$ cat config.mk
export PLATFORM = sky130hd
export DESIGN_NAME = nov_pulse_gen
export DESIGN_NICKNAME = d
export VERILOG_FILES = /design/src/rtl/nov_pkg.sv /design/src/rtl/nov_ctrl.sv /design/src/rtl/nov_datapath.sv /design/src/rtl/nov_pulse_gen.sv
export SDC_FILE = /design/constraint.sdc
export NUM_CORES = 1
export LEC_CHECK = 0
export BUFFER_PORTS_ARGS = -buffer_cell sky130_fd_sc_hd__buf_4
export CAP_MARGIN = 20
export CORE_ASPECT_RATIO = 0.5
export CORE_MARGIN = 3
export CORE_UTILIZATION = 55
export CTS_CLUSTER_SIZE = 12
export DETAILED_ROUTE_END_ITERATION = 10
export HOLD_SLACK_MARGIN = 0.12
export MAX_ROUTING_LAYER = met4
export PLACE_DENSITY = 0.84
export SLEW_MARGIN = 0
export SYNTH_ARGS = -nofsm -noshare
export SYNTH_HDL_FRONTEND = slang
export SYNTH_SLANG_ARGS = --single-unit
$ cat constraint.sdc
create_clock -name clk -period 2.4 [get_ports clk]
set_clock_uncertainty 0.1 [all_clocks]
set_input_delay 0.12 -clock clk [delete_from_list [all_inputs] [get_ports clk]]
set_output_delay 0.12 -clock clk [all_outputs]
set_load 0.01 [all_outputs]
$ cat src/rtl/nov_pkg.sv
package nov_pkg;
  localparam int ADDR_W = 3;
  localparam logic [ADDR_W-1:0] ADDR_PERIOD = 3'd0;
  localparam logic [ADDR_W-1:0] ADDR_MARGIN = 3'd1;
  localparam logic [ADDR_W-1:0] ADDR_NEXT   = 3'd2;
  localparam logic [ADDR_W-1:0] ADDR_CFG    = 3'd3;
  localparam logic [ADDR_W-1:0] ADDR_CLR    = 3'd4;

  typedef struct packed {
    logic periodHit;
    logic marginHit;
  } strobe_t;
endpackage

$ cat src/rtl/nov_ctrl.sv
module nov_ctrl
  import nov_pkg::*;
#(
  parameter int CNT_W  = 16,
  parameter int DATA_W = 8,
  parameter int GRP_W  = 4,
  parameter int WR_W   = 16,
  localparam int NGRP  = DATA_W / GRP_W
) (
  input  logic              clk,
  input  logic              rstN,
  input  logic              wrEn,
  input  logic [ADDR_W-1:0] wrAddr,
  input  logic [WR_W-1:0]   wrData,
  input  logic              run,
  output strobe_t           strb,
  output logic [NGRP-1:0]   grpEn,
  output logic [NGRP-1:0]   novEn,
  output logic [DATA_W-1:0] oeMask,
  output logic              marginFlag,
  output logic              marginReq
);
  localparam int REQ_BIT = 2 * NGRP;
  localparam int OE_LSB  = 8;

  logic [CNT_W-1:0] cnt, periodReg, marginReg;
  logic             reqEn;

  always_comb begin
    strb.periodHit = run && (cnt == periodReg);
    strb.marginHit = run && (cnt == marginReg) && (marginReg < periodReg);
  end

  always_ff @(posedge clk or negedge rstN) begin
    if (!rstN) cnt <= '0;
    else if (!run || strb.periodHit) cnt <= '0;
    else cnt <= cnt + 1'b1;
  end

  always_ff @(posedge clk or negedge rstN) begin
    if (!rstN) begin
      periodReg <= '0;
      marginReg <= '0;
      grpEn     <= '0;
      novEn     <= '0;
      reqEn     <= 1'b0;
      oeMask    <= '0;
    end else if (wrEn) begin
      case (wrAddr)
        ADDR_PERIOD: periodReg <= wrData[CNT_W-1:0];
        ADDR_MARGIN: marginReg <= wrData[CNT_W-1:0];
        ADDR_CFG: begin
          grpEn  <= wrData[NGRP-1:0];
          novEn  <= wrData[2*NGRP-1:NGRP];
          reqEn  <= wrData[REQ_BIT];
          oeMask <= wrData[OE_LSB+DATA_W-1:OE_LSB];
        end
        default: ;
      endcase
    end
  end

  always_ff @(posedge clk or negedge rstN) begin
    if (!rstN) begin
      marginFlag <= 1'b0;
      marginReq  <= 1'b0;
    end else begin
      marginReq <= strb.marginHit && reqEn;
      if (strb.marginHit) marginFlag <= 1'b1;
      else if (wrEn && wrAddr == ADDR_CLR && wrData[0]) marginFlag <= 1'b0;
    end
  end

  assert_cnt_wrap_R2: assert property (@(posedge clk) disable iff (!rstN)
    (run && cnt == periodReg) |=> (cnt == '0));
  assert_stop_hold_R11: assert property (@(posedge clk) disable iff (!rstN)
    !run |=> (cnt == '0));
  assert_no_margin_R8: assert property (@(posedge clk) disable iff (!rstN)
    (marginReg >= periodReg && $stable(marginReg) && $stable(periodReg)) |=> !marginReq);
  assert_req_flag_R10: assert property (@(posedge clk) disable iff (!rstN)
    marginReq |-> marginFlag);
  assert_flag_sticky_R9: assert property (@(posedge clk) disable iff (!rstN)
    (marginFlag && !(wrEn && wrAddr == ADDR_CLR)) |=> marginFlag);
endmodule

$ cat src/rtl/nov_datapath.sv
module nov_datapath
  import nov_pkg::*;
#(
  parameter int DATA_W = 8,
  parameter int GRP_W  = 4,
  parameter int WR_W   = 16,
  localparam int NGRP  = DATA_W / GRP_W
) (
  input  logic              clk,
  input  logic              rstN,
  input  strobe_t           strb,
  input  logic              wrEn,
  input  logic [ADDR_W-1:0] wrAddr,
  input  logic [WR_W-1:0]   wrData,
  input  logic [NGRP-1:0]   grpEn,
  input  logic [NGRP-1:0]   novEn,
  input  logic [DATA_W-1:0] oeMask,
  output logic [DATA_W-1:0] patOut
);
  logic [DATA_W-1:0] nextData, novMask;

  always_ff @(posedge clk or negedge rstN) begin
    if (!rstN) nextData <= '0;
    else if (wrEn && wrAddr == ADDR_NEXT) nextData <= wrData[DATA_W-1:0];
  end

  for (genvar i = 0; i < DATA_W; i++) begin : gBit
    localparam int G = i / GRP_W;
    logic bitQ, canUpd;
    assign canUpd     = oeMask[i] & grpEn[G];
    assign novMask[i] = novEn[G];
    assign patOut[i]  = bitQ;

    always_ff @(posedge clk or negedge rstN) begin
      if (!rstN) bitQ <= 1'b0;
      else if (canUpd) begin
        if (strb.periodHit) begin
          if (!novEn[G]) bitQ <= nextData[i];
          else if (bitQ && !nextData[i]) bitQ <= 1'b0;
        end else if (strb.marginHit && novEn[G] && !bitQ && nextData[i]) begin
          bitQ <= 1'b1;
        end
      end
    end
  end

  assert_nov_rise_R4: assert property (@(posedge clk) disable iff (!rstN)
    !strb.marginHit |=> ((patOut & ~$past(patOut) & $past(novMask)) == '0));
  assert_nov_fall_R3: assert property (@(posedge clk) disable iff (!rstN)
    !strb.periodHit |=> ((~patOut & $past(patOut) & $past(novMask)) == '0));
  assert_idle_hold_R7: assert property (@(posedge clk) disable iff (!rstN)
    (!strb.periodHit && !strb.marginHit) |=> $stable(patOut));
  assert_masked_hold_R6: assert property (@(posedge clk) disable iff (!rstN)
    (oeMask == '0) |=> $stable(patOut));
endmodule

$ cat src/rtl/nov_pulse_gen.sv
module nov_pulse_gen
  import nov_pkg::*;
#(
  parameter int CNT_W  = 16,
  parameter int DATA_W = 8,
  parameter int GRP_W  = 4,
  parameter int WR_W   = 16
) (
  input  logic              clk,
  input  logic              rstN,
  input  logic              wrEn,
  input  logic [2:0]        wrAddr,
  input  logic [WR_W-1:0]   wrData,
  input  logic              run,
  output logic [DATA_W-1:0] patOut,
  output logic              marginFlag,
  output logic              marginReq
);
  localparam int NGRP = DATA_W / GRP_W;

  strobe_t           strb;
  logic [NGRP-1:0]   grpEn, novEn;
  logic [DATA_W-1:0] oeMask;

  nov_ctrl #(.CNT_W(CNT_W), .DATA_W(DATA_W), .GRP_W(GRP_W), .WR_W(WR_W)) uCtrl (
    .clk(clk), .rstN(rstN), .wrEn(wrEn), .wrAddr(wrAddr), .wrData(wrData),
    .run(run), .strb(strb), .grpEn(grpEn), .novEn(novEn), .oeMask(oeMask),
    .marginFlag(marginFlag), .marginReq(marginReq)
  );

  nov_datapath #(.DATA_W(DATA_W), .GRP_W(GRP_W), .WR_W(WR_W)) uData (
    .clk(clk), .rstN(rstN), .strb(strb), .wrEn(wrEn), .wrAddr(wrAddr),
    .wrData(wrData), .grpEn(grpEn), .novEn(novEn), .oeMask(oeMask),
    .patOut(patOut)
  );
endmodule

==> flow_summary_export.csv <==
group,metric,value,unit
yosys,syn_nets,415,
timing,slew_headroom,35.41,%
timing,fmax,0.4141,GHz
setup_path,critical_path_class,"flip-flop to flip-flop",
placed_design,gp_congestion,0.9211,
hold_path,min_path_type,"primary input to async pin",
setup_path,path_cells,"inv_1 > ha_1 > nand4_1 > nor4_1 > buf_4 > a2111oi_4 > buf_4 > a31oi_2 > o21ai_1",
timing,finalSetupViolations,1,
placed_design,io_buffers,32,
placed_design,dp_worst_setup_slack,-0.02293,ns
timing,min_period_over_period,100.6,%
placed_design,dpl.hpwl,6869,um
die,die_h,66.88,um
detailed_routing,drc,0,
setup_path,path_buf_inv,3,
pwr,ir_drop,0.0005406,V
cells_and_area,layout.cells.most_common,"dfrtp_1",
die,ios,33,
cells_and_area,finalNetCount,465,
cells_and_area,postLayoutCoreUtil,70.89,%
timing,finalCriticalPeriod,2.415,ns
yosys,synth-main-ff-cell,"dfrtp_1",
detailed_routing,drt-total-wl,10840,um
placed_design,dp.cells,484,
timing,setup_ws,-0.01493,ns
die,num_rows,21,
die,die_x,127.8,um
yosys,ys_types,39,
clock_network,cts_max_level,3,
setup_path,critical_path.startpoint_type,"flip-flop",
clock_network,clock_sinks,79,
cells_and_area,layout-drive-gt1-share,25.52,%
yosys,synth_edf_count,0,
setup_path,path_common_cell,"buf_4",
global_route,grt_pass1_vias,3074,
placed_design,placed_area,4368,um2
setup_path,crit_family,"simple AND/OR/NAND/NOR gates",
detailed_routing,ant_nets,0,
global_route,grt_util_all_layers,26.56,%
cells_and_area,syn_to_final_growth,20.63,%
detailed_routing,vias,3185,
clock_network,cts.path.max_buffers,2,
clock_network,clkTransAtPathRegs,0.06,ns
die,die_area,8543,um2
yosys,avgSynthCellArea,10.84,um2
global_route,antenna_found_initial,0,
cells_and_area,n_antenna_cell,0,
yosys,ys_warn_count,0,
detailed_routing,routedWlPerCell,20.73,um
cells_and_area,final_area,4917,um2
detailed_routing,viasPerCell,6.090,
yosys,synth_area,4076,um2
job,max_cap_viol_count,0,
detailed_routing,drtPass1Iterations,5,
setup_path,cpMaxStageDelayCell,"nor4_1",
outcome,status,"finished, violations left",
global_route,grt_max_degree,80,
clock_network,root_buffer,"clkbuf_16",
setup_path,cp-end-kind,"flip-flop",
yosys,ys_ff_latch,79,
clock_network,clk_latency,0.35,ns
die,start_util,58.77,%
timing,drv_slew,0,
timing,hold_viol,0,
setup_path,cp.arrival,2.53,ns
pwr,p_per_area,805.5,nW/um2
die,core,6937,um2
global_route,grt_pass1_wl,16170,um
setup_path,critPathMaxFanout,4,
clock_network,cts_tree,"done",
timing,worst_slew_pin_slew,0.9689,ns
setup_path,critPathMaxStageDelay,0.44,ns
yosys,async_flop_share,100.0,%
yosys,synth_seq_area_share,48.50,%
outcome,failed_checks,"negative setup slack",
yosys,syn_inst,376,
global_route,grt-ovfl-total,0,
cells_and_area,final_cell_mix,"dfrtp_1 (79), buf_4 (41), mux2_2 (38)",
clock_network,numCtsBuffers,9,
setup_path,cp.required,2.51,ns
pwr,power.leakage,0.002222,uW
detailed_routing,drt_iter0_markers,401,
cells_and_area,stdcell_count,523,
==> cell usage after synthesis (2+ instances only) <==
cell	n	area, um2
nor2_1	15	56.30
nand3_1	19	95.09
o31ai_1	2	15.01
mux2_2	38	427.9
clkbuf_1	12	45.04
o21ai_1	8	40.04
xnor2_1	6	52.55
o21ai_0	28	140.1
nor4bb_1	2	20.02
a31oi_2	2	25.02
or3_1	4	25.02
xor2_1	33	289.0
buf_6	2	22.52
nor4_1	7	43.79
ha_1	16	200.2
xnor2_2	3	48.80
buf_4	9	67.56
and3_2	2	15.01
a21oi_1	9	45.04
and3_1	2	12.51
dfrtp_1	79	1977
nand2_1	25	93.84
nand4_1	7	43.79
nand2b_1	8	50.05
inv_1	20	75.07
nor3_1	5	25.02
==> through the flow <==
step | setup TNS (ns) | hold slack [ns] | power (uW)
global route | -0.6912 | 0.4351 | 4111
floorplan | 0 | -0.2756 | 2219
finish | -0.01493 | 0.3674 | 3961
detailed placement | -0.05843 | 0.2312 | 2477
global placement | 0 | 0.2237 | 2419
CTS | 0 | 0.4158 | 3877
==> area by class of cell <==
cell class	instances	area [um2]
Clock inverter	5	57.56
Inverter	20	75.07
Sequential cell	79	1977
Tap cell	92	115.1
Timing Repair Buffer	63	528.0
Multi-Input combinational cell	253	1922
Clock buffer	11	242.7
Fill cell	443	2019
==> cells by family (layout without fill, tap and decap cells) <==
group	Yosys count	count (layout)	synth area share, %
simple gates	101	101	12.89
fa+ha+maj	16	16	4.911
compound gates	56	56	8.379
xor+xnor	42	42	9.577
flops	79	79	48.50
buf+inv	44	99	5.248
mux	38	38	10.50
==> worst paths after layout <==
path / start / endpoint / slack [ns] / cells past startpoint
worst max-delay path: uCtrl.periodReg[9] / uData.gBit[2].bitQ / -0.01 / 9
worst min-delay path: rstN / uCtrl.cnt[13] / 0.37 / 2
worst min register to register: uCtrl.marginFlag / uCtrl.marginFlag / 0.42 / 1
max in group asynchronous: rstN / uData.gBit[7].bitQ / 1.20 / 2
min in group clk: uCtrl.marginFlag / uCtrl.marginFlag / 0.42 / 1
worst max register to register: uCtrl.periodReg[9] / uData.gBit[2].bitQ / -0.01 / 9
==> power breakdown <==
part           switching, uW  internal, uW  leakage [uW]
Clock                    539           833      0.000149
Sequential               215          1540      0.000981
Combinational            428           404       0.00109
Total                   1180          2780       0.00222
==> flip-flops by register name, summed over array words and instances, names as in the netlist <==
register / count
uCtrl.marginFlag: 1
uCtrl.novEn: 2
uCtrl.cnt: 16
uCtrl.periodReg: 16
uCtrl.reqEn: 1
uCtrl.oeMask: 8
uData.nextData: 8
uData.gBit.bitQ: 8
uCtrl.grpEn: 2
uCtrl.marginReq: 1
uCtrl.marginReg: 16
==> layer usage <==
metal / wire length [um] / up-vias / track usage, %
li1: - / 1402 / -
met1: 4456 / 1551 / 33.49
met2: 5023 / 175 / 40.82
met3: 837 / 57 / 6.245
met4: 524 / 0 / 13.36
met5: 0 / - / -
==> what timing repair did <==
item / in CTS / in global routing
pin swaps: 1 / 1
hold endpoints to repair: 136 / 0
endpoints found under the setup margin: 5 / 21
setup buffers: 0 / 1
hold buffers: 22 / 0
gates resized for setup: 0 / 5
Note: power is estimated with default switching activity, not from simulation.
